### config.mk
export PLATFORM = sky130hd
export DESIGN_NAME = joy_port
export DESIGN_NICKNAME = d
export VERILOG_FILES = /design/src/rtl/joy_pkg.sv /design/src/rtl/joy_bus_decode.sv /design/src/rtl/joy_axis_timer.sv /design/src/rtl/joy_btn_sync.sv /design/src/rtl/joy_port.sv
export SDC_FILE = /design/constraint.sdc
export NUM_CORES = 1
export LEC_CHECK = 0
export BUFFER_PORTS_ARGS = -buffer_cell sky130_fd_sc_hd__buf_2
export CELL_PAD_IN_SITES_DETAIL_PLACEMENT = 1
export CELL_PAD_IN_SITES_GLOBAL_PLACEMENT = 2
export CORE_MARGIN = 4
export CORE_UTILIZATION = 31
export DETAILED_ROUTE_END_ITERATION = 8
export PLACE_DENSITY = 0.83
export SLEW_MARGIN = 20
export SYNTH_ARGS = -nofsm -noshare
export SYNTH_HDL_FRONTEND = slang
export SYNTH_SLANG_ARGS = --single-unit
### constraint.sdc
create_clock -name clk -period 1.7 [get_ports clk]
set_input_delay 0.085 -clock clk [delete_from_list [all_inputs] [get_ports clk]]
set_output_delay 0.085 -clock clk [all_outputs]
set_load 0.03 [all_outputs]
### src/rtl/joy_pkg.sv
package joy_pkg;

  // Number of counter bits needed to hold the longest pulse.
  function automatic int joy_cnt_width(input int min_cnt, input int scale, input int pos_w);
    int longest;
    longest = min_cnt + ((1 << pos_w) - 1) * scale;
    return $clog2(longest + 1);
  endfunction

  // Bit positions of the channels in the read byte.
  typedef enum int {
    CH_X1 = 0,
    CH_Y1 = 1,
    CH_X2 = 2,
    CH_Y2 = 3
  } joy_chan_e;

endpackage

### src/rtl/joy_bus_decode.sv
module joy_bus_decode (
  input  logic clk,
  input  logic rst_n,
  input  logic sel_i,
  input  logic rd_i,
  input  logic wr_i,
  output logic fire_o,
  output logic rd_en_o
);

  logic wr_hit;
  logic wr_hit_q;

  assign wr_hit = sel_i & wr_i;

  // A held write counts once: fire only on the first sampled cycle.
  always_ff @(posedge clk) begin
    if (!rst_n) wr_hit_q <= 1'b0;
    else        wr_hit_q <= wr_hit;
  end

  assign fire_o  = wr_hit & ~wr_hit_q;
  assign rd_en_o = sel_i & rd_i & ~wr_i;

endmodule

### src/rtl/joy_axis_timer.sv
module joy_axis_timer #(
  parameter int POS_W   = 8,
  parameter int SCALE   = 16,
  parameter int MIN_CNT = 64,
  parameter int CNT_W   = 13
) (
  input  logic             clk,
  input  logic             rst_n,
  input  logic             start_i,
  input  logic [POS_W-1:0] pos_i,
  output logic             busy_o
);

  logic [CNT_W-1:0] remain;
  logic [CNT_W-1:0] load_val;

  // The length is fixed when the pulse starts; later position changes wait for the next start.
  assign load_val = CNT_W'(MIN_CNT) + CNT_W'(pos_i) * CNT_W'(SCALE);

  always_ff @(posedge clk) begin
    if (!rst_n)              remain <= '0;
    else if (start_i)        remain <= load_val;
    else if (remain != '0)   remain <= remain - 1'b1;
  end

  assign busy_o = (remain != '0);

endmodule

### src/rtl/joy_btn_sync.sv
module joy_btn_sync #(
  parameter int N      = 4,
  parameter int STAGES = 2
) (
  input  logic         clk,
  input  logic         rst_n,
  input  logic [N-1:0] pressed_i,
  output logic [N-1:0] level_o
);

  logic [N-1:0] pipe [STAGES];

  for (genvar s = 0; s < STAGES; s++) begin : g_stage
    if (s == 0) begin : g_first
      always_ff @(posedge clk) begin
        if (!rst_n) pipe[s] <= '0;
        else        pipe[s] <= pressed_i;
      end
    end else begin : g_next
      always_ff @(posedge clk) begin
        if (!rst_n) pipe[s] <= '0;
        else        pipe[s] <= pipe[s-1];
      end
    end
  end

  // A pressed button reads as 0.
  assign level_o = ~pipe[STAGES-1];

endmodule

### src/rtl/joy_port.sv
module joy_port #(
  parameter int NUM_CH      = 4,
  parameter int NUM_BTN     = 4,
  parameter int POS_W       = 8,
  parameter int SCALE       = 16,
  parameter int MIN_CNT     = 64,
  parameter int SYNC_STAGES = 2
) (
  input  logic                      clk,
  input  logic                      rst_n,
  input  logic                      port_sel,
  input  logic                      rd_strobe,
  input  logic                      wr_strobe,
  input  logic [NUM_CH*POS_W-1:0]   axis_pos,
  input  logic [NUM_BTN-1:0]        btn_pressed,
  output logic [NUM_CH+NUM_BTN-1:0] rdata,
  output logic                      rdata_en
);

  localparam int CNT_W  = joy_pkg::joy_cnt_width(MIN_CNT, SCALE, POS_W);
  localparam int DATA_W = NUM_CH + NUM_BTN;

  logic              fire;
  logic              rd_en;
  logic [NUM_CH-1:0] chan_state;
  logic [NUM_BTN-1:0] btn_level;

  joy_bus_decode u_dec (
    .clk     (clk),
    .rst_n   (rst_n),
    .sel_i   (port_sel),
    .rd_i    (rd_strobe),
    .wr_i    (wr_strobe),
    .fire_o  (fire),
    .rd_en_o (rd_en)
  );

  for (genvar c = 0; c < NUM_CH; c++) begin : g_axis
    joy_axis_timer #(
      .POS_W   (POS_W),
      .SCALE   (SCALE),
      .MIN_CNT (MIN_CNT),
      .CNT_W   (CNT_W)
    ) u_tmr (
      .clk     (clk),
      .rst_n   (rst_n),
      .start_i (fire),
      .pos_i   (axis_pos[c*POS_W +: POS_W]),
      .busy_o  (chan_state[c])
    );
  end

  joy_btn_sync #(
    .N      (NUM_BTN),
    .STAGES (SYNC_STAGES)
  ) u_btn (
    .clk       (clk),
    .rst_n     (rst_n),
    .pressed_i (btn_pressed),
    .level_o   (btn_level)
  );

  assign rdata_en = rd_en;
  assign rdata    = rd_en ? {btn_level, chan_state} : DATA_W'(0);

endmodule

## Yosys cells after proc, flatten, opt, wreduce, memory -nomap -nowiden

Memory sizes are Yosys's and may differ from the RTL's.
Cells that the tools add are included.
W data, S select, Z words.

- Register bits after elaboration: 53
- Memory bits (writable): 8
- Input port bits: 41
- Output and inout bits: 9
- Word-level logic and storage cells: 44
- Memories: 1

Memories:

| name | words | bits a word | rd ports | clocked after Yosys merged registers in | wr ports | line | source |
|---|---|---|---|---|---|---|---|
| u_btn.pipe | 2 | 4 | 2 | 0 | 2 | joy_btn_sync.sv:11 | `logic [N-1:0] pipe [STAGES];` |

- Add/sub/neg operators: 8
- Muxes and demuxes: 13
- Bitwise logic cells: 9
- Reduce and logical (&&, ||, !) cells: 8

Operator list:

| operator | count |
|---|---|
| $mux W13 | 8 |
| $add A7 B12 Y13 const A | 4 |
| $reduce_bool A13 Y1 | 4 |
| $sub A13 B1 Y13 const B | 4 |
| $mux W4 | 2 |
| $mux W8 | 1 |
| $reduce_bool A2 Y1 | 4 |
| $and A1 B1 Y1 | 4 |
| $not A4 Y4 | 1 |
| $mux W1 | 2 |
| $not A1 Y1 | 2 |
| $or A1 B1 Y1 | 2 |

## Logic depth before layout (Yosys ltp)

Gate-level depths: netlist of run 1.

- Depth in word-level cells: 3
- Mapped depth: 7
- Mapped depth without buffers: 6

## Hierarchy

Synthesis of run 1 repeated with hierarchy kept, for this count alone.

- Cell total of the unflattened synthesis: 396
- Area total of the unflattened synthesis: 3544.6 sq um

By module, submodules not included:

| module | times used | cells each | area an instance (sq um) | seq. area each (sq um) |
|---|---|---|---|---|
| joy_axis_timer | 4 | 91 | 805.8 | 260.2 |
| joy_btn_sync | 1 | 20 | 225.2 | 160.2 |
| joy_port | 1 | 8 | 50.0 | 0.0 |
| joy_bus_decode | 1 | 4 | 46.3 | 20.0 |

## Least setup slack after synthesis of run 1

No wires, ideal clock.

- Kind: register to register
- Start: reg g_axis[0].u_tmr.remain[0]
- End: reg g_axis[0].u_tmr.remain[10]
- Setup time: 0.132 ns
- Arrival time: 1.717 ns
- Required time: 1.568 ns
- Slack: -0.149 ns
- Cell stages (with the launch flop): 7
- Path buffers: 0
- Clock period less this slack: 1.849 ns
- Path through: dfxtp_1 > inv_1 > ha_1 > or3b_2 > or4_4 > xor2_1 > o22ai_2

- Word-level cells in the longest chain between the ends: 3
- Elaborated cells on any way between the ends: 5
- Those cells by class: 1 x add/sub; 2 x mux; 2 x reduce/logical

RTL lines:

| element | line | source |
|---|---|---|
| start: declaration | joy_axis_timer.sv:14 | `logic [CNT_W-1:0] remain;` |
| start signal: assignment | joy_axis_timer.sv:22 | `else if (start_i) remain <= load_val;` |
| start signal: assignment | joy_axis_timer.sv:23 | `else if (remain != '0) remain <= remain - 1'b1;` |
| $sub A13 B1 Y13 | joy_axis_timer.sv:23 |  |
| $mux W13 | joy_axis_timer.sv:23 |  |
| $mux W13 | joy_axis_timer.sv:22 |  |

Parallel ways exist; a longest one is shown, timed or not. The select of a mux whose other input is x is not followed.
A chain may end at the register's enable or synchronous reset.

## Worst setup path after layout of run 1

- Start: reg g_axis[2].u_tmr.remain[0]
- End: reg g_axis[2].u_tmr.remain[7]

- Word-level cells in the longest chain between the ends: 3
- Elaborated cells on any way between the ends: 5
- Those cells by class: 1 x add/sub; 2 x mux; 2 x reduce/logical

RTL lines:

| element | line |
|---|---|
| start: declaration | joy_axis_timer.sv:14 |
| start signal: assignment | joy_axis_timer.sv:22 |
| start signal: assignment | joy_axis_timer.sv:23 |
| $sub A13 B1 Y13 | joy_axis_timer.sv:23 |
| $mux W13 | joy_axis_timer.sv:23 |
| $mux W13 | joy_axis_timer.sv:22 |

Parallel ways exist; a longest one is shown, timed or not. The select of a mux whose other input is x is not followed.

==> reports/results.env, run 1 <==
FINISH.NET_COUNT=569
CTSLONGESTPATHBUFFERS=2
CLOCK_TREE_FROM_TRITONCTS='built'
TIMING.REG2REG.SETUP_SLACK_NS=-0.08
YS.FLOP_TYPE='sky130_fd_sc_hd__dfxtp_1'
INSERTEDDIODECOUNT=0
SYNTHTOLAYOUTAREAGROWTH_PCT=43.5
DRIVE_ABOVE_1_SHARE_PCT=39.2
SYNTHARSTFLOPSHARE_PCT=0
GPL_CONGESTION=0.807
SIGNAL_ARRIVAL_TIME_AT_THE_WORST_ENDPOINT_NS=2.02
TOTAL_NETS_AFTER_SYNTHESIS=450
WL_PER_CELL_UM=16.8
LAYOUT_SETUP_WS_NS=-0.0807
SETUP_VIOL=6
FP.DIEH_UM=113
POWER.STATIC_LEAKAGE_nW=1.95
SYNTH_CELLS=397
PART_OF_THE_CYCLE_THE_WORST_PATH_NEEDS_PCT=105
WORST_R2R_STARTPOINT='g_axis[2].u_tmr.remain[0]$_SDFFE_PN0P_'
FINAL_MAX_SLEW_VIOL_COUNT=0
ANTENNA_VIOLATING_NETS_POST_ROUTE=0
SLEW_HEADROOM_PCT=75.6
DIE_W_UM=113
WORST-PATH-MAX-FANOUT=5
DRTPASS1ITERATIONS=4
CRITPATHREQUIREDTIME_NS=1.93
NUMBER_OF_ENABLE_TYPE_REGISTER_CELLS_IN_THE_SYNTHESIZED_NETLIST=0
RR_ENDPOINT='g_axis[2].u_tmr.remain[7]$_SDFFE_PN0P_'
HOLDPATHSTAGES=3
WORST-SETUP-PATH-TYPE='register to register'
SYNTH_COMMON_CELLS='61 x sky130_fd_sc_hd__dfxtp_1, 26 x sky130_fd_sc_hd__nand3_1, 26 x sky130_fd_sc_hd__nor2_1'
RSZ0062_AT_GRT='true'
MIN_PERIOD_NS=1.78
MIN-DELAY-PATH-CLASS='primary input to register'
CRIT_START='g_axis[2].u_tmr.remain[0]$_SDFFE_PN0P_'
FINAL.SETUP.TNS_NS=-0.291
YOSYSTOPAREACELLSHARE_PCT=35.6
YOSYSTOPAREACELL='sky130_fd_sc_hd__dfxtp_1'
GRT-OVFL-TOTAL=0
HOLD_VIOLATIONS=0
BUFFER_PORTS.INSERTED=49
GRT_PASS1_WL_MM=18.1
TIMING.CRITICAL_PATH.TO_TYPE='register'
GRT_ANTENNA_BEFORE_REPAIR=0
YOSYSWARNINGS=0
CLK_ROOT_BUFFER_CELL='sky130_fd_sc_hd__clkbuf_8'
VIA_PER_INST=5.27
FAILED_CHECKS='negative setup slack'
MAX-CAP-VIOLATIONS=0
SYN_AREA_PER_CELL_UM2=8.63
MAXIMUM_IR_DROP_ON_THE_VDD_RAIL_mV=0.595
START_UTIL_PCT=31.6
CTS_NUM_SINKS=61
VIA_COUNT_OF_THE_FIRST_GLOBAL_ROUTING_PASS=3773
YOSYS.CELL_TYPES.COUNT=52
MIN_TO='g_axis[3].u_tmr.remain[12]$_SDFFE_PN0P_'
TRACK_USAGE_PCT=17.4
PLACEABLECOREAREA_UM2=10800
TIGHTESTPINTRANSITION_NS=0.365
HPWL_MM=7.59
SETUP.WORST_PATH.START_CLASS='register'
CLOCK_LATENCY_NS=0.35
FIN_HOLD_WS_NS=0.0169
DRT_ITER0_MARKERS=71
CTS-HTREE-LEVELS=3
HOLD_START='axis_pos[30]'
PLACEMENT_ROWS=38
POWER-PER-CELL-AREA_nW_PER_UM2=2080
POST_SYNTH_MAIN_AREA_CONTRIBUTORS='sky130_fd_sc_hd__dfxtp_1 36%, sky130_fd_sc_hd__xnor2_1 6.1%, sky130_fd_sc_hd__ha_1 4.4%'
STATUS='finished, violations left'
WORST_R2R_PATH_DEPTH=5
CTS.REPORTEDPATHS.CLKPINSLEW_NS=0.07
DRC=0
MAXIMUM_NUMBER_OF_PINS_ON_ONE_NET_BEFORE_GLOBAL_ROUTE_REPAIR=19
DR_TOTAL_VIAS=3475
ROUTE.FINAL.WIRE_LENGTH_MM=11.1
CLOCK.FMAX_GHz=0.562
SYNTH-SEQ-AREA-SHARE_PCT=35.6
CTS_MADE_BUFFERS=9
NUMBER_OF_TOP_LEVEL_PINS=50
POST_SYNTHESIS_CELL_AREA_UM2=3430
SYNTH.FF_LATCH_COUNT=61
OVERALL_DIE_AREA_UM2=12800
MOST_NUMEROUS_CELL_IN_THE_YOSYS_NETLIST='sky130_fd_sc_hd__dfxtp_1'
CLOCK_SKEWS_NS=0.0114
-- cells by family after synthesis --
kind of cell,after synthesis,share of synthesized area (%)
AO/OA/AOI/OAI,90,17.1
XOR/XNOR,40,10.2
adder cells (fa/ha/maj),12,4.38
buffers and inverters,30,3.80
flip-flops,61,35.6
multiplexers,3,0.877
AND/OR/NAND/NOR,161,28.0
-- critical path, cell delays in order, from the launching register on --
cell and delay, ns:
sky130_fd_sc_hd__dfxtp_2 0.33, sky130_fd_sc_hd__buf_4 0.13, sky130_fd_sc_hd__or4_1 0.67, sky130_fd_sc_hd__nor4_2 0.22, sky130_fd_sc_hd__mux2i_1 0.24, sky130_fd_sc_hd__a21oi_1 0.08
-- repair_timing --
action / in CTS / in global routing
pin swaps: 5 / 17
endpoints found under the setup margin: 21 / 30
hold endpoints to repair: 10 / 0
cloned: 0 / 0
hold buffers: 11 / 0
buffers inserted: 10 / 4
resized for setup: 41 / 32
-- power by group --
part	leakage (nW)	switching, mW	internal (mW)	total (mW)
clock network	0.0968	0.585	0.752	1.34
registers	0.509	0.791	2.01	2.80
logic	1.34	2.81	3.26	6.07
-- flip-flops by register name, summed over array words and instances (netlist names) --
name / count
g_axis.u_tmr.remain: 52
u_dec.wr_hit_q: 1
u_btn.pipe: 8
-- metrics by stage --
step | cell area (um^2) | util (%) | power (mW) | instances | setup WS [ns]
2_1_floorplan | 3480 | - | 5.82 | 397 | -0.0190
3_3_place_gp | 4210 | 38.8 | 7.38 | 621 | 0.00405
3_5_place_dp | 4210 | 38.8 | 7.56 | 621 | -0.0532
4_1_cts | 4770 | 44.0 | 9.70 | 657 | -0.0740
5_1_grt | 4920 | 45.3 | 10.9 | 660 | -0.150
6_report | 4920 | 45.3 | 10.2 | 660 | -0.0807
-- how the worst max path moves through the flow --
| stage | end | slack [ns] | depth (start not counted) |
|---|---|---|---|
| after floorplan | g_axis[1].u_tmr.remain[6]$_SDFFE_PN0P_ | -0.02 | 6 |
| after global placement | g_axis[0].u_tmr.remain[10]$_SDFFE_PN0P_ | 0.004 | 6 |
| after detailed placement | g_axis[2].u_tmr.remain[8]$_SDFFE_PN0P_ | -0.05 | 6 |
| after CTS | rdata[2] | -0.07 | 8 |
| after global routing | rdata[2] | -0.15 | 8 |
| final | g_axis[2].u_tmr.remain[7]$_SDFFE_PN0P_ | -0.08 | 5 |
-- cells in the final DEF, fill, tap and decap left out, drive strengths merged, types with 9 or more instances in the layout --
cell type,netlist,routed
dfxtp,61,61
xnor2,24,24
or3,9,9
xor2,16,16
a21oi,21,21
nor3,14,14
nand3,26,26
clkbuf,15,14
nor4,20,20
ha,12,12
nor2,26,26
nand2,17,17
dlygate4sd3,0,11
or4,10,10
buf,5,117
inv,10,10
o21ai,14,14
o22ai,12,12
-- layer usage --
| metal | vias to the layer above | global-route usage (%) | share of wire (%) |
|---|---|---|---|
| met1 | 1697 | 20.1 | 43 |
| met2 | 60 | 31.2 | 52 |
| met4 | 0 | 8.41 | 2.0 |
| li1 | 1702 | - | - |
| met5 | - | 0 | 0 |
| met3 | 16 | 2.89 | 3.1 |
-- cell type report --
cell class	instances	area [um^2]
fillers	1281	5920
multi-input cells	306	2370
flip-flops and latches	61	1240
repair buffers	128	891
well taps	140	175
clock buffers	14	163
inverters	10	42.5
clock inverters	1	30.0
Power figures use the tool's default switching activity.
==> run 2: changes to the inputs <==
--- a/config.mk
+++ b/config.mk
@@ -12,6 +12,7 @@
 export CORE_UTILIZATION = 31
 export DETAILED_ROUTE_END_ITERATION = 8
 export PLACE_DENSITY = 0.83
+export RECOVER_POWER = 25
 export SLEW_MARGIN = 20
 export SYNTH_ARGS = -nofsm -noshare
 export SYNTH_HDL_FRONTEND = slang
==> constraint.sdc (replaced) <==
create_clock -name clk -period 1.7 [get_ports clk]
set_input_delay 0.34 -clock clk [delete_from_list [all_inputs] [get_ports clk]]
set_output_delay 0.34 -clock clk [all_outputs]
set_load 0.03 [all_outputs]
==> run 2 against run 1 <==
Effect of this change:
- the flow still finishes with violations (negative setup slack)
- utilization is 1.6 points higher
- combinational power is 17% higher
- setup slack worse by 0.091 ns
- first-iteration DRC count is 110% higher
- register-to-register slack got worse by 0.09 ns
- critical path depth unchanged
- sequential power about the same
- final cell count is 0.45% higher
==> reports/results.env, run 2 (same netlist as run 1, synthesis figures left out) <==
ANTENNA_VIOLATING_NETS_POST_ROUTE=0  # unchanged
FILLERINSTANCES=1262  # -1.5%
CTS_MADE_BUFFERS=9  # unchanged
GRT_ANTENNA_BEFORE_REPAIR=0  # unchanged
GPL_CONGESTION=0.808  # +0.14%
HOLD_START='btn_pressed[0]'
MAXIMUM_IR_DROP_ON_THE_VDD_RAIL_mV=0.663  # +11%
TOTALPOWERFINAL_mW=11.1  # +9.0%
LAYOUT.CELLS.MOST_COMMON_LIST='66 x sky130_fd_sc_hd__buf_4, 44 x sky130_fd_sc_hd__buf_2, 43 x sky130_fd_sc_hd__dfxtp_1'
NUMBER_OF_TOP_LEVEL_PINS=50  # unchanged
STATUS='finished, violations left'
SETUP_VIOL=10  # +4
PLACE_WS_NS=-0.116  # -0.0627 ns
MIN-DELAY-PATH-CLASS='primary input to register'
DR_TOTAL_VIAS=3577  # +2.9%
OVERALL_DIE_AREA_UM2=12800  # unchanged
PLACEABLECOREAREA_UM2=10800  # unchanged
DRC=0  # unchanged
WORST_R2R_STARTPOINT='g_axis[3].u_tmr.remain[0]$_SDFFE_PN0P_'
VIA_COUNT_OF_THE_FIRST_GLOBAL_ROUTING_PASS=3864  # +2.4%
TIGHTESTPINTRANSITION_NS=0.823  # +0.458 ns
WORST-SETUP-PATH-TYPE='register to register'
FP.DIEH_UM=113  # unchanged
CTSLONGESTPATHBUFFERS=2  # unchanged
DRIVE_ABOVE_1_SHARE_PCT=44.6  # +5.3 points
FINAL_CELLS=663  # +0.45%
COUNT_OF_HOLD_BUFFERS_INSERTED_BY_POST_CTS_REPAIR=0  # -11
RSZ0062_AT_GRT='true'
ROUTE.FINAL.WIRE_LENGTH_MM=11.7  # +5.4%
FIN_HOLD_WS_NS=0.201  # +0.184 ns
CRITICAL-PATH-SLOWEST-CELL='sky130_fd_sc_hd__or4_4'
MIN_TO='u_btn.pipe[0][0]$_SDFF_PN0_'
START_UTIL_PCT=31.6  # unchanged
CLOCK.FMAX_GHz=0.534  # -4.9%
SIGNAL_ARRIVAL_TIME_AT_THE_WORST_ENDPOINT_NS=2.07  # +0.05 ns
FAILED_CHECKS='negative setup slack'
HOLDPATHSTAGES=2  # -1
GRT-OVFL-TOTAL=0  # unchanged
DR_WL_MET3_UM=326  # -6.6%
LAYOUT_SETUP_WS_NS=-0.172  # -0.0914 ns
TOPROUTINGLAYERUSED='met4'
M1WIRELENGTH_MM=5.20  # +8.2%
CRITPATHREQUIREDTIME_NS=1.90  # -0.03 ns
CLOCK_LATENCY_NS=0.34  # about the same
POSTLAYOUTCELLAREA_UM2=5090  # +3.6%
CLOCK_SKEWS_NS=0.00722  # -0.00420 ns
WL_PER_CELL_UM=17.7  # +4.9%
CTS.REPORTEDPATHS.CLKPINSLEW_NS=0.07  # about the same
PLACEMENT_ROWS=38  # unchanged
HOLD_VIOLATIONS=0  # unchanged
FINISH.NET_COUNT=572  # +0.53%
TIMING.CRITICAL_PATH.CELLS='buf_6 > buf_6 > or4_4 > o41ai_1 > a31oi_1'
CTS-HTREE-LEVELS=3  # unchanged
MAX_STAGE_DELAY_NS=0.59  # -0.08 ns
VIA_PER_INST=5.40  # +2.5%
TRACK_USAGE_PCT=17.7  # +0.28 points
CLOCK_TREE_FROM_TRITONCTS='built'
WORST-PATH-MAX-FANOUT=6  # +1
PLACED_AREA_UM2=4260  # +1.3%
LARGEST_REGISTER_FF_COUNT=52  # unchanged
TIMING.REG2REG.SETUP_SLACK_NS=-0.17  # -0.09 ns
WORST_R2R_PATH_DEPTH=5  # unchanged
SETUP.WORST_PATH.START_CLASS='register'
CTS_NUM_SINKS=61  # unchanged
MAX-CAP-VIOLATIONS=0  # unchanged
POWER.STATIC_LEAKAGE_nW=2.02  # +3.5%
CRITICAL-PATH-TOP-CELL-BY-COUNT='sky130_fd_sc_hd__buf_6'
REG_TOP3='g_axis.u_tmr.remain (52), u_btn.pipe (8), u_dec.wr_hit_q (1)'
FINAL_MAX_SLEW_VIOL_COUNT=0  # unchanged
BUFFER_PORTS.INSERTED=49  # unchanged
INSERTEDDIODECOUNT=0  # unchanged
HPWL_MM=7.66  # +0.83%
TIMING.CRITICAL_PATH.TO_TYPE='register'
POWER-PER-CELL-AREA_nW_PER_UM2=2180  # +5.2%
LAYOUT.CELLS.MOST_COMMON='sky130_fd_sc_hd__buf_4'
DRT_ITER0_MARKERS=150  # +110%
PART_OF_THE_CYCLE_THE_WORST_PATH_NEEDS_PCT=110  # +5.4 points
SLEW_HEADROOM_PCT=45.2  # -30 points
ROUTED-WL-MET2_MM=5.91  # +3.1%
GRT_PASS1_WL_MM=18.6  # +3.1%
CLK_ROOT_BUFFER_CELL='sky130_fd_sc_hd__clkbuf_8'
MAXIMUM_NUMBER_OF_PINS_ON_ONE_NET_BEFORE_GLOBAL_ROUTE_REPAIR=32  # +13
DIE_W_UM=113  # unchanged
LARGEST_REGISTER='g_axis.u_tmr.remain'
SYNTHTOLAYOUTAREAGROWTH_PCT=48.6
MIN_PERIOD_NS=1.87  # +0.0914 ns
RR_ENDPOINT='g_axis[3].u_tmr.remain[7]$_SDFFE_PN0P_'
DRTPASS1ITERATIONS=4  # unchanged
NUMPLACEDINSTANCES=624  # +0.48%
-- run 2: repair_timing --
action | 4_1_cts | 5_1_grt
hold endpoints to repair | 0 | 0
setup endpoints to repair | 21 | 37
setup buffers | 14 | 11
gates resized for setup | 49 | 58
pin swaps | 14 | 28
-- run 2: through the flow --
| stage | setup TNS [ns] | utilization (%) |
|---|---|---|
| floorplan | -0.0950 | - |
| CTS | -0.733 | 43.7 |
| global route | -2.41 | 47.0 |
| global placement | -0.0907 | 39.3 |
| detailed placement | -0.474 | 39.3 |
| finish | -1.10 | 47.0 |
-- run 2: area by class of cell --
| class | instances | area (um^2) | area share [%] |
|---|---|---|---|
| inverters | 10 | 37.5 | 0.737 |
| multi-input cells | 306 | 2490 | 49.0 |
| well taps | 140 | 175 | 3.44 |
| repair buffers | 131 | 963 | 18.9 |
| clock inverters | 1 | 5.00 | 0.0983 |
| clock buffers | 14 | 173 | 3.39 |
| flip-flops and latches | 61 | 1240 | 24.4 |
-- run 2: report_power, final --
part           switching [mW]  total (mW)  internal, mW  leakage [nW]
Combinational            3.29        7.11          3.82          1.42
Sequential              0.770        2.78          2.01         0.510
Clock                   0.587        1.23         0.641        0.0926
-- run 2: worst max-delay path by stage --
stage	start	endpoint	slack [ns]	depth (start not counted)
global route	g_axis[3].u_tmr.remain[9]$_SDFFE_PN0P_	rdata[3]	-0.26	5
finish	g_axis[3].u_tmr.remain[0]$_SDFFE_PN0P_	g_axis[3].u_tmr.remain[7]$_SDFFE_PN0P_	-0.17	5
CTS	g_axis[1].u_tmr.remain[6]$_SDFFE_PN0P_	rdata[1]	-0.16	5
floorplan	g_axis[0].u_tmr.remain[0]$_SDFFE_PN0P_	g_axis[0].u_tmr.remain[10]$_SDFFE_PN0P_	-0.05	6
global placement	g_axis[1].u_tmr.remain[1]$_SDFFE_PN0P_	g_axis[1].u_tmr.remain[12]$_SDFFE_PN0P_	-0.04	6
detailed placement	g_axis[1].u_tmr.remain[0]$_SDFFE_PN0P_	g_axis[1].u_tmr.remain[12]$_SDFFE_PN0P_	-0.12	6
-- run 2: worst max-delay path: cells and delay by family (launching register included) --
kind,cells,cell delay [ns]
AND/OR/NAND/NOR,1,0.59
flip-flops,1,0.33
AO/OA/AOI/OAI,2,0.59
buffers and inverters,2,0.21
-- run 2: layer usage --
metal | vias up | global-route usage [%]
met2 | 65 | 31.2
met4 | 0 | 7.37
li1 | 1711 | -
met1 | 1780 | 21.7
met5 | - | 0
met3 | 21 | 2.30
==> run 3: changes to the inputs <==
--- a/config.mk
+++ b/config.mk
@@ -11,6 +11,7 @@
 export CORE_MARGIN = 4
 export CORE_UTILIZATION = 31
 export DETAILED_ROUTE_END_ITERATION = 8
+export GPL_TIMING_DRIVEN = 0
 export PLACE_DENSITY = 0.83
 export RECOVER_POWER = 25
 export SLEW_MARGIN = 20
==> run 3 against run 2 <==
Effect of this change:
- the flow still finishes with violations (negative setup slack)
- final cell count is 3.6% lower
- sequential share of layout area is 1.1 points higher
- via count is 3.0% lower
- count of clock-buffer cells in the layout is 2 lower
- combinational power is 8.2% lower
- largest cell class unchanged
==> reports/results.env, run 3 (same netlist as run 1, synthesis figures left out) <==
SIGNAL_ARRIVAL_TIME_AT_THE_WORST_ENDPOINT_NS=1.54  # -0.53 ns
RSZ0062_AT_GRT='true'
FAILED_CHECKS='negative setup slack'
DRT_ITER0_MARKERS=112  # -25%
INSERTEDDIODECOUNT=0  # unchanged
ANTENNA_VIOLATING_NETS_POST_ROUTE=0  # unchanged
DRTPASS1ITERATIONS=4  # unchanged
PLACE_WS_NS=-0.404  # -0.288 ns
MIN-DELAY-PATH-CLASS='primary input to register'
DR_TOTAL_VIAS=3471  # -3.0%
CTS-HTREE-LEVELS=3  # unchanged
CLOCK_TREE_FROM_TRITONCTS='built'
SETUP.WORST_PATH.START_CLASS='register'
MAXIMUM_NUMBER_OF_PINS_ON_ONE_NET_BEFORE_GLOBAL_ROUTE_REPAIR=11  # -66%
GPL_CONGESTION=0.765  # -5.3%
ROUTE.FINAL.WIRE_LENGTH_MM=11.9  # +1.2%
LARGEST_REGISTER_FF_COUNT=52  # unchanged
SLEW_HEADROOM_PCT=53.8  # +8.6 points
STATUS='finished, violations left'
CLOCK_LATENCY_NS=0.36  # +0.02 ns
GRT_ANTENNA_BEFORE_REPAIR=0  # unchanged
PART_OF_THE_CYCLE_THE_WORST_PATH_NEEDS_PCT=111  # +0.42 points
VIA_PER_INST=5.43  # +0.68%
LAYOUT.CELLS.MOST_COMMON='sky130_fd_sc_hd__buf_4'
MAXIMUM_IR_DROP_ON_THE_VDD_RAIL_mV=0.780  # +18%
FINAL_MAX_SLEW_VIOL_COUNT=0  # unchanged
WORST-SETUP-PATH-TYPE='register to output port'
TOP_USAGE_LAYER='met2'
NUMBER_OF_TOP_LEVEL_PINS=50  # unchanged
HPWL_MM=7.52  # -1.8%
CLOCK_SKEWS_NS=0.0102  # +0.00303 ns
GRT-OVFL-TOTAL=0  # unchanged
CRITPATHREQUIREDTIME_NS=1.36  # -0.54 ns
GLOBALROUTEMET3UTIL_PCT=2.51  # +0.21 points
OVERALL_DIE_AREA_UM2=12800  # unchanged
MAX-CAP-VIOLATIONS=0  # unchanged
START_UTIL_PCT=31.6  # unchanged
LAYOUT_SETUP_WS_NS=-0.179  # -0.00720 ns
CLOCK.FMAX_GHz=0.532  # -0.38%
PLACEABLECOREAREA_UM2=10800  # unchanged
SYNTHTOLAYOUTAREAGROWTH_PCT=44.7
COUNT_OF_HOLD_BUFFERS_INSERTED_BY_POST_CTS_REPAIR=0  # unchanged
DIE_W_UM=113  # unchanged
MIN_PERIOD_NS=1.88  # +0.00720 ns
CTS_MADE_BUFFERS=9  # unchanged
WL_PER_CELL_UM=18.6  # +5.0%
POWER-PER-CELL-AREA_nW_PER_UM2=2180  # -0.20%
GRT_USE_MET1_PCT=22.0  # +0.33 points
BUFFER_PORTS.INSERTED=48  # -2.0%
CTS_NUM_SINKS=61  # unchanged
CTSLONGESTPATHBUFFERS=2  # unchanged
SETUP_VIOL=9  # -1
CLK_ROOT_BUFFER_CELL='sky130_fd_sc_hd__clkbuf_8'
FIN_HOLD_WS_NS=0.199  # -0.00177 ns
PLACEMENT_ROWS=38  # unchanged
DRC=0  # unchanged
WORST-PATH-MAX-FANOUT=9  # +3
CTS.REPORTEDPATHS.CLKPINSLEW_NS=0.07  # about the same
LAYOUT.CELLS.MOST_COMMON_LIST='44 x sky130_fd_sc_hd__buf_4, 42 x sky130_fd_sc_hd__buf_2, 41 x sky130_fd_sc_hd__dfxtp_1'
TRACK_USAGE_PCT=17.8  # +0.088 points
LARGEST_REGISTER='g_axis.u_tmr.remain'
HOLD_VIOLATIONS=0  # unchanged
VIA_COUNT_OF_THE_FIRST_GLOBAL_ROUTING_PASS=3543  # -8.3%
MET2_LAYER_USAGE_REPORTED_BY_GLOBAL_ROUTE_PCT=30.7  # -0.51 points
DRIVE_ABOVE_1_SHARE_PCT=42.5  # -2.1 points
GRT_PASS1_WL_MM=18.1  # -2.6%
FP.DIEH_UM=113  # unchanged
TIMING.CRITICAL_PATH.TO_TYPE='output port'
FINISH.NET_COUNT=547  # -4.4%
TIGHTESTPINTRANSITION_NS=0.693  # -0.130 ns
POWER.STATIC_LEAKAGE_nW=1.88  # -7.1%
REG_TOP3='g_axis.u_tmr.remain (52), u_btn.pipe (8), u_dec.wr_hit_q (1)'
-- run 3: changes by cell type in the layout (fill, tap and decap cells not counted), moves of 3 or more --
cell	delta
sky130_fd_sc_hd__buf_12	-3
sky130_fd_sc_hd__buf_4	-22
sky130_fd_sc_hd__buf_6	-8
sky130_fd_sc_hd__clkbuf_1	+5
sky130_fd_sc_hd__clkbuf_2	+4
sky130_fd_sc_hd__dfxtp_2	-6
sky130_fd_sc_hd__dfxtp_4	+8
sky130_fd_sc_hd__inv_2	-5
sky130_fd_sc_hd__inv_4	+5
sky130_fd_sc_hd__nand3_1	-3
sky130_fd_sc_hd__nor4_2	-6
sky130_fd_sc_hd__nor4_4	+4
-- run 3: layout make-up --
cell class              count  area (um^2)
plain buffers              12         65.1
clock buffers              12          145
clock inverters             4         47.5
fillers                  1267         5880
inverters                  10         50.0
multi-input cells         306         2590
flip-flops and latches     61         1270
well taps                 140          175
repair buffers             94          616
-- run 3: layer usage --
| layer | part of all wire [%] | up-vias | wire [um] |
|---|---|---|---|
| met5 | 0 | - | 0 |
| met1 | 43 | 1721 | 5090 |
| met2 | 51 | 64 | 6040 |
| met3 | 3.8 | 20 | 446 |
| met4 | 2.4 | 0 | 281 |
| li1 | - | 1666 | - |
-- run 3: path summary, 6_finish.rpt --
check,start,end,slack [ns],depth (start not counted)
worst max register to register,g_axis[1].u_tmr.remain[0]$_SDFFE_PN0P_,g_axis[1].u_tmr.remain[6]$_SDFFE_PN0P_,-0.16,5
worst max-delay path,g_axis[2].u_tmr.remain[4]$_SDFFE_PN0P_,rdata[2],-0.18,4
worst min-delay path,btn_pressed[2],u_btn.pipe[0][2]$_SDFF_PN0_,0.20,2
worst min register to register,u_btn.pipe[0][2]$_SDFF_PN0_,u_btn.pipe[1][2]$_SDFF_PN0_,0.44,1
-- run 3: worst max-delay path, cell delays in order (launching register included) --
cell                      delay (ns)
sky130_fd_sc_hd__dfxtp_4        0.39
sky130_fd_sc_hd__nor4_4         0.35
sky130_fd_sc_hd__and3_4         0.26
sky130_fd_sc_hd__nor2_2         0.05
sky130_fd_sc_hd__buf_6          0.14
-- run 3: repair_timing --
| item | 4_1_cts | 5_1_grt |
|---|---|---|
| setup endpoints to repair | 54 | 39 |
| gates resized for setup | 92 | 43 |
| hold endpoints to repair | 0 | 0 |
| setup buffers | 35 | 11 |
| pin swaps | 21 | 18 |
-- run 3: per-stage QoR --
stage | area [um^2] | setup TNS [ns] | utilization, % | power [mW] | std cells
after floorplan | 3480 | -0.0950 | - | 5.86 | 397
after global placement | 3900 | -9.15 | 36.0 | 6.67 | 585
after detailed placement | 3900 | -10.64 | 36.0 | 6.81 | 585
after CTS | 4710 | -0.890 | 43.4 | 9.87 | 629
after global routing | 4960 | -2.49 | 45.7 | 11.6 | 639
final | 4960 | -1.01 | 45.7 | 10.8 | 639
-- run 3: power by group --
part	internal (mW)	switching [mW]
combinational	3.42	3.10
clock	0.713	0.613
sequential	2.04	0.917
